### config.mk
export PLATFORM = sky130hd
export DESIGN_NAME = pll_cfg_sequencer
export DESIGN_NICKNAME = d
export VERILOG_FILES = /design/src/rtl/pll_seq_pkg.sv /design/src/rtl/pll_udiv.sv /design/src/rtl/pll_div_norm.sv /design/src/rtl/pll_gap_timer.sv /design/src/rtl/pll_cfg_sequencer.sv
export SDC_FILE = /design/constraint.sdc
export NUM_CORES = 1
export LEC_CHECK = 0
export ABC_AREA = 1
export ABC_CLOCK_PERIOD_IN_PS = 2550
export BUFFER_PORTS_ARGS = -buffer_cell sky130_fd_sc_hd__buf_4
export CAP_MARGIN = 40
export CORE_UTILIZATION = 60
export CTS_BUF_LIST = sky130_fd_sc_hd__clkbuf_8
export DETAILED_ROUTE_END_ITERATION = 7
export PLACE_DENSITY = 0.81
export SLEW_MARGIN = 20
export SYNTH_ARGS = -nofsm -noshare
export SYNTH_HDL_FRONTEND = slang
export SYNTH_SLANG_ARGS = --single-unit
### constraint.sdc
create_clock -name clk_i -period 2.55 [get_ports clk_i]
set_input_delay 0.255 -clock clk_i [delete_from_list [all_inputs] [get_ports clk_i]]
set_output_delay 0.255 -clock clk_i [all_outputs]
set_load 0.02 [all_outputs]
### src/rtl/pll_seq_pkg.sv
package pll_seq_pkg;
  localparam int unsigned PRE_DIV    = 2;
  localparam int unsigned POST_INIT  = 4;
  localparam int unsigned POST_LIMIT = 16;
  localparam int unsigned FB_LIMIT   = 511;
  localparam int unsigned PRE_SHIFT  = $clog2(PRE_DIV * POST_INIT);
  localparam logic [7:0]  CFG_BYTE2  = 8'h21;
  localparam logic [7:0]  CFG_BYTE3  = 8'h84;
  localparam int unsigned CFG_W      = 48;

  typedef enum logic [2:0] {
    ST_IDLE, ST_DIV, ST_NORM, ST_WRITE, ST_READ, ST_GAP
  } seq_state_e;
endpackage

### src/rtl/pll_udiv.sv
module pll_udiv #(
  parameter int unsigned NUM_W = 23,
  parameter int unsigned DEN_W = 20
) (
  input  logic             clk_i,
  input  logic             rst_ni,
  input  logic             start_i,
  input  logic [NUM_W-1:0] num_i,
  input  logic [DEN_W-1:0] den_i,
  output logic             done_o,
  output logic [NUM_W-1:0] quo_o
);
  localparam int unsigned CNT_W = $clog2(NUM_W + 1);

  logic [NUM_W-1:0] q_q;
  logic [DEN_W-1:0] rem_q, den_q;
  logic [CNT_W-1:0] cnt_q;
  logic             run_q, done_q;
  logic [DEN_W:0]   trial;
  logic             fits;

  // restoring division, one quotient bit per cycle, MSB first
  assign trial = {rem_q, q_q[NUM_W-1]};
  assign fits  = trial >= {1'b0, den_q};

  always_ff @(posedge clk_i or negedge rst_ni) begin
    if (!rst_ni) begin
      q_q    <= '0;
      rem_q  <= '0;
      den_q  <= '0;
      cnt_q  <= '0;
      run_q  <= 1'b0;
      done_q <= 1'b0;
    end else begin
      done_q <= 1'b0;
      if (start_i) begin
        q_q   <= num_i;
        rem_q <= '0;
        den_q <= den_i;
        cnt_q <= CNT_W'(NUM_W);
        run_q <= 1'b1;
      end else if (run_q) begin
        rem_q <= fits ? DEN_W'(trial - {1'b0, den_q}) : trial[DEN_W-1:0];
        q_q   <= {q_q[NUM_W-2:0], fits};
        cnt_q <= cnt_q - 1'b1;
        if (cnt_q == CNT_W'(1)) begin
          run_q  <= 1'b0;
          done_q <= 1'b1;
        end
      end
    end
  end

  assign done_o = done_q;
  assign quo_o  = q_q;
endmodule

### src/rtl/pll_div_norm.sv
module pll_div_norm
  import pll_seq_pkg::*;
#(
  parameter int unsigned FB_W = 23
) (
  input  logic            clk_i,
  input  logic            rst_ni,
  input  logic            start_i,
  input  logic [FB_W-1:0] fb_i,
  output logic            done_o,
  output logic            ok_o,
  output logic [8:0]      fb_o,
  output logic [4:0]      post_o
);
  logic [FB_W-1:0] fb_q;
  logic [5:0]      post_q;
  logic            run_q, done_q, ok_q;

  always_ff @(posedge clk_i or negedge rst_ni) begin
    if (!rst_ni) begin
      fb_q   <= '0;
      post_q <= '0;
      run_q  <= 1'b0;
      done_q <= 1'b0;
      ok_q   <= 1'b0;
    end else begin
      done_q <= 1'b0;
      if (start_i) begin
        fb_q   <= fb_i;
        post_q <= 6'(POST_INIT);
        run_q  <= 1'b1;
      end else if (run_q) begin
        if (post_q > 6'(POST_LIMIT)) begin
          run_q  <= 1'b0;
          done_q <= 1'b1;
          ok_q   <= 1'b0;
        end else if (fb_q > FB_W'(FB_LIMIT)) begin
          fb_q   <= fb_q >> 1;
          post_q <= post_q << 1;
        end else begin
          run_q  <= 1'b0;
          done_q <= 1'b1;
          ok_q   <= 1'b1;
        end
      end
    end
  end

  assign done_o = done_q;
  assign ok_o   = ok_q;
  assign fb_o   = fb_q[8:0];
  assign post_o = post_q[4:0];
endmodule

### src/rtl/pll_gap_timer.sv
module pll_gap_timer #(
  parameter int unsigned GAP_CYC = 8000000
) (
  input  logic clk_i,
  input  logic rst_ni,
  input  logic load_i,
  output logic expire_o
);
  localparam int unsigned CW = (GAP_CYC > 1) ? $clog2(GAP_CYC) : 1;

  logic [CW-1:0] cnt_q;
  logic          run_q;

  always_ff @(posedge clk_i or negedge rst_ni) begin
    if (!rst_ni) begin
      cnt_q <= '0;
      run_q <= 1'b0;
    end else if (load_i) begin
      cnt_q <= CW'(GAP_CYC - 1);
      run_q <= 1'b1;
    end else if (run_q) begin
      if (cnt_q == '0) run_q <= 1'b0;
      else             cnt_q <= cnt_q - 1'b1;
    end
  end

  assign expire_o = run_q && (cnt_q == '0);
endmodule

### src/rtl/pll_cfg_sequencer.sv
module pll_cfg_sequencer
  import pll_seq_pkg::*;
#(
  parameter int unsigned FREQ_W       = 20,
  parameter int unsigned CHIP_W       = 8,
  parameter int unsigned MAX_POLLS    = 25,
  parameter int unsigned POLL_GAP_CYC = 8000000
) (
  input  logic              clk_i,
  input  logic              rst_ni,
  input  logic              start_i,
  input  logic [FREQ_W-1:0] ref_khz_i,
  input  logic [FREQ_W-1:0] sys_khz_i,
  input  logic [CHIP_W-1:0] chip_cnt_i,
  output logic              wr_req_o,
  output logic [47:0]       wr_cfg_o,
  input  logic              wr_ack_i,
  input  logic              wr_ok_i,
  output logic              rd_req_o,
  output logic [CHIP_W-1:0] rd_chip_o,
  input  logic              rd_ack_i,
  input  logic              rd_ok_i,
  input  logic              rd_lock_i,
  input  logic [15:0]       rd_cfg_i,
  output logic              busy_o,
  output logic              done_o,
  output logic              err_o
);
  localparam int unsigned NUM_W  = FREQ_W + PRE_SHIFT;
  localparam int unsigned POLL_W = $clog2(MAX_POLLS + 1);

  seq_state_e        state_q;
  logic [CHIP_W-1:0] cnt_q, chip_q;
  logic [POLL_W-1:0] polls_q;
  logic [15:0]       cfg_q;
  logic              done_q, err_q;

  logic              div_start, div_done;
  logic [NUM_W-1:0]  quo;
  logic              norm_done, norm_ok;
  logic [8:0]        norm_fb;
  logic [4:0]        norm_post;
  logic              gap_load, gap_expire;
  logic              locked, match, last_chip, last_poll;

  assign div_start = (state_q == ST_IDLE) && start_i;

  pll_udiv #(.NUM_W(NUM_W), .DEN_W(FREQ_W)) u_div (
    .clk_i, .rst_ni,
    .start_i (div_start),
    .num_i   (NUM_W'(sys_khz_i) << PRE_SHIFT),
    .den_i   (ref_khz_i),
    .done_o  (div_done),
    .quo_o   (quo)
  );

  pll_div_norm #(.FB_W(NUM_W)) u_norm (
    .clk_i, .rst_ni,
    .start_i (div_done),
    .fb_i    (quo),
    .done_o  (norm_done),
    .ok_o    (norm_ok),
    .fb_o    (norm_fb),
    .post_o  (norm_post)
  );

  assign locked    = rd_ok_i && rd_lock_i;
  assign match     = rd_cfg_i == cfg_q;
  assign last_chip = chip_q == cnt_q;
  assign last_poll = polls_q == POLL_W'(MAX_POLLS - 1);
  assign gap_load  = (state_q == ST_READ) && rd_ack_i && !locked && !last_poll;

  pll_gap_timer #(.GAP_CYC(POLL_GAP_CYC)) u_gap (
    .clk_i, .rst_ni,
    .load_i   (gap_load),
    .expire_o (gap_expire)
  );

  always_ff @(posedge clk_i or negedge rst_ni) begin
    if (!rst_ni) begin
      state_q <= ST_IDLE;
      cnt_q   <= '0;
      chip_q  <= '0;
      polls_q <= '0;
      cfg_q   <= '0;
      done_q  <= 1'b0;
      err_q   <= 1'b0;
    end else begin
      done_q <= 1'b0;
      err_q  <= 1'b0;
      unique case (state_q)
        ST_IDLE: if (start_i) begin
          cnt_q   <= chip_cnt_i;
          state_q <= ST_DIV;
        end
        ST_DIV: if (div_done) state_q <= ST_NORM;
        ST_NORM: if (norm_done) begin
          if (norm_ok) begin
            cfg_q   <= {norm_fb[7:0], 2'(PRE_DIV), norm_post, norm_fb[8]};
            state_q <= ST_WRITE;
          end else begin
            err_q   <= 1'b1;
            state_q <= ST_IDLE;
          end
        end
        ST_WRITE: if (wr_ack_i) begin
          if (!wr_ok_i) begin
            err_q   <= 1'b1;
            state_q <= ST_IDLE;
          end else if (cnt_q == '0) begin
            done_q  <= 1'b1;
            state_q <= ST_IDLE;
          end else begin
            chip_q  <= CHIP_W'(1);
            polls_q <= '0;
            state_q <= ST_READ;
          end
        end
        ST_READ: if (rd_ack_i) begin
          if (locked) begin
            if (!match) begin
              err_q   <= 1'b1;
              state_q <= ST_IDLE;
            end else if (last_chip) begin
              done_q  <= 1'b1;
              state_q <= ST_IDLE;
            end else begin
              chip_q  <= chip_q + 1'b1;
              polls_q <= '0;
            end
          end else if (last_poll) begin
            err_q   <= 1'b1;
            state_q <= ST_IDLE;
          end else begin
            polls_q <= polls_q + 1'b1;
            state_q <= ST_GAP;
          end
        end
        ST_GAP: if (gap_expire) state_q <= ST_READ;
        default: state_q <= ST_IDLE;
      endcase
    end
  end

  assign wr_req_o  = state_q == ST_WRITE;
  assign wr_cfg_o  = {16'h0000, CFG_BYTE3, CFG_BYTE2, cfg_q};
  assign rd_req_o  = state_q == ST_READ;
  assign rd_chip_o = chip_q;
  assign busy_o    = state_q != ST_IDLE;
  assign done_o    = done_q;
  assign err_o     = err_q;
endmodule

# ---- Word level (Yosys, flattened, before mapping)
# Index checks and enable logic that the tools add are counted.
dict set report classes {
  n_mux 85
  reduce_logical 25
  bitwise 1
  addsub 5
  eq_ne 27
  order_cmp 3
}
# operator n
set ops {}
lappend ops {{23-bit 2-to-1 mux} 9}
lappend ops {{20-bit 2-to-1 mux} 3}
lappend ops {{8-bit 2-to-1 mux} 7}
lappend ops {{5-bit 2-to-1 mux} 10}
lappend ops {{3-bit 2-to-1 mux} 12}
lappend ops {{1-bit 2-to-1 mux} 34}
lappend ops {{6-bit 2-to-1 mux} 4}
lappend ops {{23-bit by 9-bit greater-than comparator with 1-bit output, second input constant} 1}
lappend ops {{23-bit logical NOT} 1}
lappend ops {{23-bit by 1-bit subtractor with 23-bit output, second input constant} 1}
lappend ops {{21-bit by 20-bit greater-or-equal comparator with 1-bit output} 1}
lappend ops {{20-bit subtractor} 1}
lappend ops {{3-bit one-hot mux with 6 select lines} 1}
lappend ops {{16-bit == test} 1}
lappend ops {{2-bit by 1-bit inequality test with 1-bit output, second input constant} 8}
lappend ops {{8-bit one-hot mux with 2 select lines} 1}
lappend ops {{8-bit AND reduction} 2}
lappend ops {{2-bit inequality test, second input constant} 6}
lappend ops {{5-bit one-hot mux with 2 select lines} 1}
lappend ops {{2-bit nonzero test} 5}
lappend ops {{3-bit AND reduction} 3}
lappend ops {{8-bit by 1-bit adder with 8-bit output, second input constant} 1}
lappend ops {{8-bit == test} 1}
lappend ops {{8-bit logical NOT} 1}
lappend ops {{21 further kinds} 31}
dict set report totals {
  regBits 167
  output_inout_bits 61
  in_bits 72
  elab_cells 166
}

# ---- Depth between registers and ports, before layout
# Gate-level depths: netlist of run 1.
dict set report logic_depth {
  ltp_word 6
  ltp_mapped 15
}

# ---- By module
# Synthesis of run 1 repeated with hierarchy kept, for this count alone.
dict set report unflattened {
  hier_cells 1483
  area_unflattened_um2 10696.5
}
# mod cells_per_inst area_each_um2 n_inst
set modules_own_cells {}
lappend modules_own_cells {pll_udiv 620 4494.3 1}
lappend modules_own_cells {pll_cfg_sequencer 397 2793.9 1}
lappend modules_own_cells {pll_div_norm 240 1849.3 1}
lappend modules_own_cells {pll_gap_timer 226 1559.0 1}

# ---- Worst setup path before layout of run 1
# No wires, ideal clock.
dict set report synth_path {
  kind {register -> register}
  from {register u_div.q_q[22] (netlist: u_div.quo_o[22])}
  to {register u_div.rem_q[16]}
  path_buffers 0
  required_time_ns 2.433
  t_arrival_ns 1.705
  stages_incl_launch_ff 16
  slack_ns 0.728
  path_cell_list {dfrtp_1 -> inv_1 -> ha_1 -> fa_1 -> inv_1 -> nand3_1 -> nand3_1 -> nand2_1 -> nand2_1 -> nand2_1 -> nand2_1 -> nand2_1 -> nand2_1 -> nand2_1 -> nand3_1 -> nand2_1}
}
dict set report synth_between {
  elab_chain_len 4
  word_cells_on_any_way 5
}
# element line_no
set synth_lines {}
lappend synth_lines {{from (decl)} pll_udiv.sv:15} ;# logic [NUM_W-1:0] q_q;
lappend synth_lines {{from (signal assigned)} pll_udiv.sv:37} ;# q_q <= num_i;
lappend synth_lines {{from (signal assigned)} pll_udiv.sv:44} ;# q_q <= {q_q[NUM_W-2:0], fits};
lappend synth_lines {{20-bit subtractor / 21-bit by 20-bit greater-or-equal comparator with 1-bit output (equally long branches)} {pll_udiv.sv:43, pll_udiv.sv:24}}
lappend synth_lines {{20-bit 2-to-1 mux (*)} pll_udiv.sv:43} ;# rem_q <= fits ? DEN_W'(trial - {1'b0, den_q}) : trial[DEN_W-1:0];
lappend synth_lines {{20-bit 2-to-1 mux (*)} pll_udiv.sv:42} ;# end else if (run_q) begin
lappend synth_lines {{20-bit 2-to-1 mux (*)} pll_udiv.sv:36} ;# if (start_i) begin
lappend synth_lines {{to (signal assigned)} pll_udiv.sv:43}
lappend synth_lines {{to (decl)} pll_udiv.sv:16} ;# logic [DEN_W-1:0] rem_q, den_q;
# Every way passes the cells marked *; elsewhere a longest branch is shown, timed or not. The select of a mux whose other input is x is not followed.
# A chain may end at the register's enable or synchronous reset.

# ---- Worst setup path in the final report of run 1
dict set report layout_path {
  from {register u_div.den_q[3]}
  to {register u_div.rem_q[18]}
}
dict set report layout_between {
  elab_chain_len 4
  word_cells_on_any_way 5
}
# element line_no
set layout_lines {}
lappend layout_lines {{from (decl)} pll_udiv.sv:16}
lappend layout_lines {{from (signal assigned)} pll_udiv.sv:39} ;# den_q <= den_i;
lappend layout_lines {{20-bit subtractor / 21-bit by 20-bit greater-or-equal comparator with 1-bit output (equally long branches)} {pll_udiv.sv:43, pll_udiv.sv:24}}
lappend layout_lines {{20-bit 2-to-1 mux (*)} pll_udiv.sv:43}
lappend layout_lines {{20-bit 2-to-1 mux (*)} pll_udiv.sv:42}
lappend layout_lines {{20-bit 2-to-1 mux (*)} pll_udiv.sv:36}
# Marked as above.

==> run metrics, run 1 <==
status=complete, no violations; flops & latches, synth=163; Post-CTS Setup Bufs=0; ANT cells=0; Total GRT Usage=28.23%; synthesized area per cell=between 7 and 8 µm²; TritonCTS buffer count=17; most common cell after layout, fill and taps aside=nand2_1; hold_buf cts=33; latest clock arrival within the worst-skew pair=470 ps; DR iter-0 viols=678; post-synth top area cell=dfrtp_1; IO Count=133; leakage=slightly below 6 nW; GRT Residual Overflow=0; Placer Congestion=0.9537; Core ar.=between 0.015 and 0.02 mm²; CP Class=reg -> reg; Critical Path RT=2900 ps; worst slew pin tran=659.1 ps; Fmax=446.8 MHz; cells after synthesis=1,325; flop2flop setup slack=310 ps; post-cts resize count=0; CTS tree=yes; Final period util=87.78%; DR WL/cell=13.37 µm; Die H=130.5 µm; vias per inst=between 5 and 6; setup TNS=0 ps; sequential share of the synthesized area=41.20%; worst min path class=in -> reg; chip width=130.5 µm; PortBufs=97; Residual DRC=0; share of cells above drive strength 1=13.22%; Syn. warnings=0; Clock Sinks=163; Post-DP HPWL=15,940 µm; vias in the first global route=8,355; hold endpoint=u_div.quo_o[4]; RSZ-0062 raised after global routing=no; Post-synth EDFFs=0; Worst slew margin=between 50% and 60%; Hold Vio Cnt, Final=0; CTS root buf=clkbuf_8; largest net degree at the start of global routing=68; CP startpoint kind=flip-flop; fin crit period=approximately 2200 ps; min-delay src=sys_khz_i[1]; initial core utilization=61.87%; global-route wire length before repair=37,870 µm; Clock Skew=around 13 ps; final setup fails=0; Async SR Flop Fraction=100.0%; Post-Syn Area=between 0.009 and 0.01 mm²; DP Worst Slack=334.7 ps; Synth-to-Final Area Change=15.29%; most frequent cells in the layout=nand2_1, inv_1, dfrtp_1, nor2_1, buf_4; initial antenna violation count=0; Total Power=13.78 mW; Die Footprint=0.01702 mm²; Clock Pin Slew Worst Setup and Hold Paths=80 ps; wirelength, routed=between 20,000 and 25,000 µm; Cell Area, Placed=0.01066 mm²; H-tree depth=4; Filler cells=~1,300; Max FO, Critical Path=12; FF-to-FF path depth=15; via count=8,671; setup slack after layout=311.7 ps; PwrDens=~1200 mW/mm²; final antenna-violating net count=0; Max Root-Sink Buffers=2; FP Rows=46; Final nets=1,549; worst r2r src=u_div.den_q[3]; CP arrival=2590 ps; proportion of netlist area held by the largest area contributor=41.20%; Post-Layout Inst Area=0.01141 mm²; ranking of synthesized cells by area=dfrtp_1, nand2_1, inv_1; VDD IR max=0.9120 mV; Crit. End Element=flip-flop; number of max-cap violations=0; Netlist cell types=50; hold path depth=3; top_reg_cell synth=dfrtp_1; drt pass-1 iters=5; fin. max-slew vios=0; RR Endpoint=u_div.rem_q[18]
[power breakdown]
part           switching, mW  total, mW  internal, mW
registers              0.590       4.19          3.60
clock network          0.944       2.04          1.10
logic                   4.79       7.55          2.76
[layout make-up]
type	count	area, µm²	area share [%]
inverter	191	719.4	6.303
clock inverter	11	161.4	1.414
clock buffer	19	261.5	2.291
multi-input combinational	931	4735	41.48
tap	216	270.3	2.368
sequential	163	4079	35.74
timing repair buffer	145	1187	10.40
[worst max path at each step]
stage | slack, ps | from | to | cells after the start
4_1_cts | 330 | u_div.den_q[3] | u_div.rem_q[17] | 15
6_report | 310 | u_div.den_q[3] | u_div.rem_q[18] | 15
3_5_place_dp | 330 | u_div.den_q[3] | u_div.rem_q[18] | 15
5_1_grt | 90 | u_div.den_q[3] | u_div.rem_q[18] | 15
3_3_place_gp | 410 | u_div.quo_o[22] | u_div.rem_q[12] | 15
2_1_floorplan | 730 | u_div.quo_o[22] | u_div.rem_q[16] | 15
[registers in the layout, indices dropped and copies added (netlist names), 5 cells and up]
signal	count
cfg_q	13
cnt_q	8
polls_q	5
rd_chip_o	8
u_div.cnt_q	5
u_div.den_q	20
u_div.quo_o	23
u_div.rem_q	20
u_gap.cnt_q	23
u_norm.fb_q	23
[Yosys cell counts, drive strengths merged (2+ instances only)]
| master | count |
|---|---|
| nand3b | 16 |
| o211ai | 7 |
| o22ai | 8 |
| inv | 191 |
| nor3 | 17 |
| nor2 | 123 |
| xnor2 | 23 |
| o31ai | 3 |
| nand4 | 22 |
| nor4 | 5 |
| dfrtp | 163 |
| nand2 | 385 |
| o21ai | 90 |
| ha | 27 |
| nor3b | 3 |
| a21oi | 41 |
| clkbuf | 10 |
| buf | 63 |
| nand3 | 88 |
| xor2 | 15 |
| conb | 2 |
| o221ai | 15 |
[worst max-delay path, stage by stage, from the launching register on]
cell and delay, ps:
dfrtp_1 340, inv_1 60, ha_1 360, nand2_1 140, inv_1 50, nand2_1 90
nand3_2 110, nand2_2 100, nand2_2 60, nand2_2 250, buf_4 280, nand3_1 90
nand2_1 60, inv_1 50, nand2_1 50, nand2_1 40
[layer usage]
metal | part of all wire, % | global-route usage (%) | up-vias
met1 | 45 | 36.50 | 4017
met2 | 49 | 49.16 | 245
li1 | - | - | 4386
met5 | 0 | 0 | -
met4 | 1.2 | 8.316 | 0
met3 | 4.7 | 4.438 | 23
[metrics by stage]
| step | hold slack, ps | cells | utilization [%] |
|---|---|---|---|
| 2_1_floorplan | -40.59 | 1358 | - |
| 3_3_place_gp | 292.1 | 1613 | 66.63 |
| 3_5_place_dp | 290.8 | 1613 | 66.63 |
| 4_1_cts | 3.716 | 1676 | 71.33 |
| 5_1_grt | 11.26 | 1676 | 71.33 |
| 6_report | 17.41 | 1676 | 71.33 |
[cell families after synthesis]
family                     Yosys count  share of synthesized area, %
DFF                                163                         41.20
other                                2                       0.07586
AOI/OAI and AO/OA                  169                         9.821
and+or+nand+nor                    661                         29.65
adders and majority gates           28                         3.615
buffers and inverters              264                         12.27
xor gates and xnor gates            38                         3.362
Note: power is estimated with default switching activity, not from simulation.
==> inputs of run 2 (changes only) <==
--- a/config.mk
+++ b/config.mk
@@ -6,7 +6,7 @@
 export NUM_CORES = 1
 export LEC_CHECK = 0
 export ABC_AREA = 1
-export ABC_CLOCK_PERIOD_IN_PS = 2550
+export ABC_CLOCK_PERIOD_IN_PS = 2200
 export BUFFER_PORTS_ARGS = -buffer_cell sky130_fd_sc_hd__buf_4
 export CAP_MARGIN = 40
 export CORE_UTILIZATION = 60
==> constraint.sdc (replaced) <==
create_clock -name clk_i -period 2.2 [get_ports clk_i]
set_input_delay 0.22 -clock clk_i [delete_from_list [all_inputs] [get_ports clk_i]]
set_output_delay 0.22 -clock clk_i [all_outputs]
set_load 0.02 [all_outputs]
==> run 2 against run 1 <==
  * Worst hold slack gained 5.2 ps
  * First-iteration DRC count shrank 22%
  * Combinational power grew 23%
  * Sequential share of layout area shrank 1.4 points
  * Clock skew is essentially flat
  * Via count grew 3.0%
  * Highest routed layer unchanged
  * Maximum frequency grew 8.1%
==> run metrics, run 2 (synthesis gave the netlist of run 1 again) <==
DR WL/cell=13.74 µm; leakage=5.967 nW; largest net degree at the start of global routing=75; fin. max-slew vios=0; met3 usage in global routing=5.497%; GRT Residual Overflow=0; flop2flop setup slack=130 ps; vias in the first global route=roughly 8,500; most common cell after layout, fill and taps aside=nand2_1; Post-DP HPWL=~16,000 µm; crit-path leading delay family=simple AND/OR/NAND/NOR gates; Residual DRC=0; Final Hold Slack=about 23 ps; drt pass-1 iters=5; global-route wire length before repair=38,980 µm; Core ar.=0.01600 mm²; Max FO, Critical Path=21; initial core utilization=between 60 and 70%; Final period util=94.12%; CTS root buf=clkbuf_8; Max Root-Sink Buffers=2; FP Rows=46; Clock Skew=12.60 ps; Buf/Inv on CP=3; min-delay src=ref_khz_i[0]; worst slew pin tran=between 700 and 800 ps; CTS tree=yes; TritonCTS buffer count=17; Total GRT Usage=29.12%; routing usage on met1=37.86%; ANT cells=0; wirelength, routed=roughly 23,000 µm; initial antenna violation count=0; vias per inst=5.239; CP arrival=2430 ps; VDD IR max=between 1 and 1.5 mV; Fmax=483.0 MHz; Inst Count DP=1,619; most frequent cells in the layout=nand2_1, inv_1, dfrtp_1, buf_4, nor2_1; Critical path origin=u_div.den_q[7]; PwrDens=approximately 1400 mW/mm²; CP Class=reg -> reg; GRT Max-Usage Layer=met2; share of cells above drive strength 1=14.72%; number of max-cap violations=0; Crit. End Element=flip-flop; via count=8,927; IO Count=133; Synth-to-Final Area Change=19.88%; CP Cell Sequence=inv_1 -> ha_1 -> nand2_2 -> inv_1 -> nand2_1 -> nand2_1 -> a21oi_2 -> nand2_2 -> nand2_2 -> nand2_1 -> buf_12 -> nand2_1 -> nand2_1 -> nand2_1 -> nand2_1; worst r2r src=u_div.den_q[7]; Hold Vio Cnt, Final=0; Finished Layout Cells=~1,700; Top cell by count, worst path=nand2_1; final setup fails=0; latest clock arrival within the worst-skew pair=470 ps; Placer Congestion=around 0.95; met2 Use GR=49.19%; PortBufs=between 90 and 100; Die H=130.5 µm; chip width=130.5 µm; final antenna-violating net count=0; Critical Path RT=between 2000 and 3000 ps; Crit-path slowest cell=ha_1; DR iter-0 viols=roughly 530; fin crit period=roughly 2100 ps; H-tree depth=4; CP startpoint kind=flip-flop; Clock Sinks=163; Final nets=1,575; Clock Pin Slew Worst Setup and Hold Paths=about 90 ps; status=complete, no violations; Die Footprint=0.01702 mm²; fin util=between 70% and 80%; critical path's largest stage delay=360 ps; worst min path class=in -> reg; Worst slew margin=between 50% and 60%
## run 2: timing repair
action | CTS | global route
hold buffers | 49 | 0
buffers inserted | 0 | 4
gates resized for setup | 0 | 18
hold endpoints to repair | 85 | 0
setup endpoints to repair | 0 | 19
## run 2: final cells by class
cell class                 instances  area, µm²
multi-input combinational        931       4835
fill                            1247       4133
sequential                       163       4079
timing repair buffer             171       1476
inverter                         191      725.7
tap                              216      270.3
clock buffer                      19      261.5
clock inverter                    13      220.2
## run 2: routing by layer
| layer | share of wire (%) | routed length, µm | up-vias |
|---|---|---|---|
| li1 | - | - | 4437 |
| met1 | 44 | 10410 | 4205 |
| met2 | 49 | 11460 | 247 |
| met3 | 4.7 | 1105 | 38 |
| met4 | 1.9 | 435 | 0 |
| met5 | 0 | 0 | - |
## run 2: power breakdown
part           internal [mW]  switching, mW
sequential              4.17          0.729
clock                   1.44           1.20
combinational           3.56           5.70
## run 2: through the flow
step                      power, mW  instance area [µm²]  setup TNS (ps)  worst slack [ps]
final                         16.80                11870               0             129.4
after detailed placement      13.65                10760               0             123.6
after global routing          18.36                11870          -3.745            -3.745
after global placement        13.37                10760               0             185.0
after floorplan               11.65                10020               0             377.8
after CTS                     16.41                11730               0             120.9
## run 2: worst min-delay path, delay by kind of cell
family | cells | cell delay [ps]
buffers and inverters | 1 | 80
and+or+nand+nor | 2 | 160
## run 2: path summary, 6_finish.rpt
path                                   end  depth (start not counted)
min in group asynchronous         cfg_q[7]                          2
setup / recovery           u_div.rem_q[19]                         15
setup reg to reg           u_div.rem_q[19]                         15
hold reg to reg             u_div.den_q[0]                          2
hold / removal              u_div.den_q[0]                          3
max in group asynchronous   u_div.den_q[7]                          3
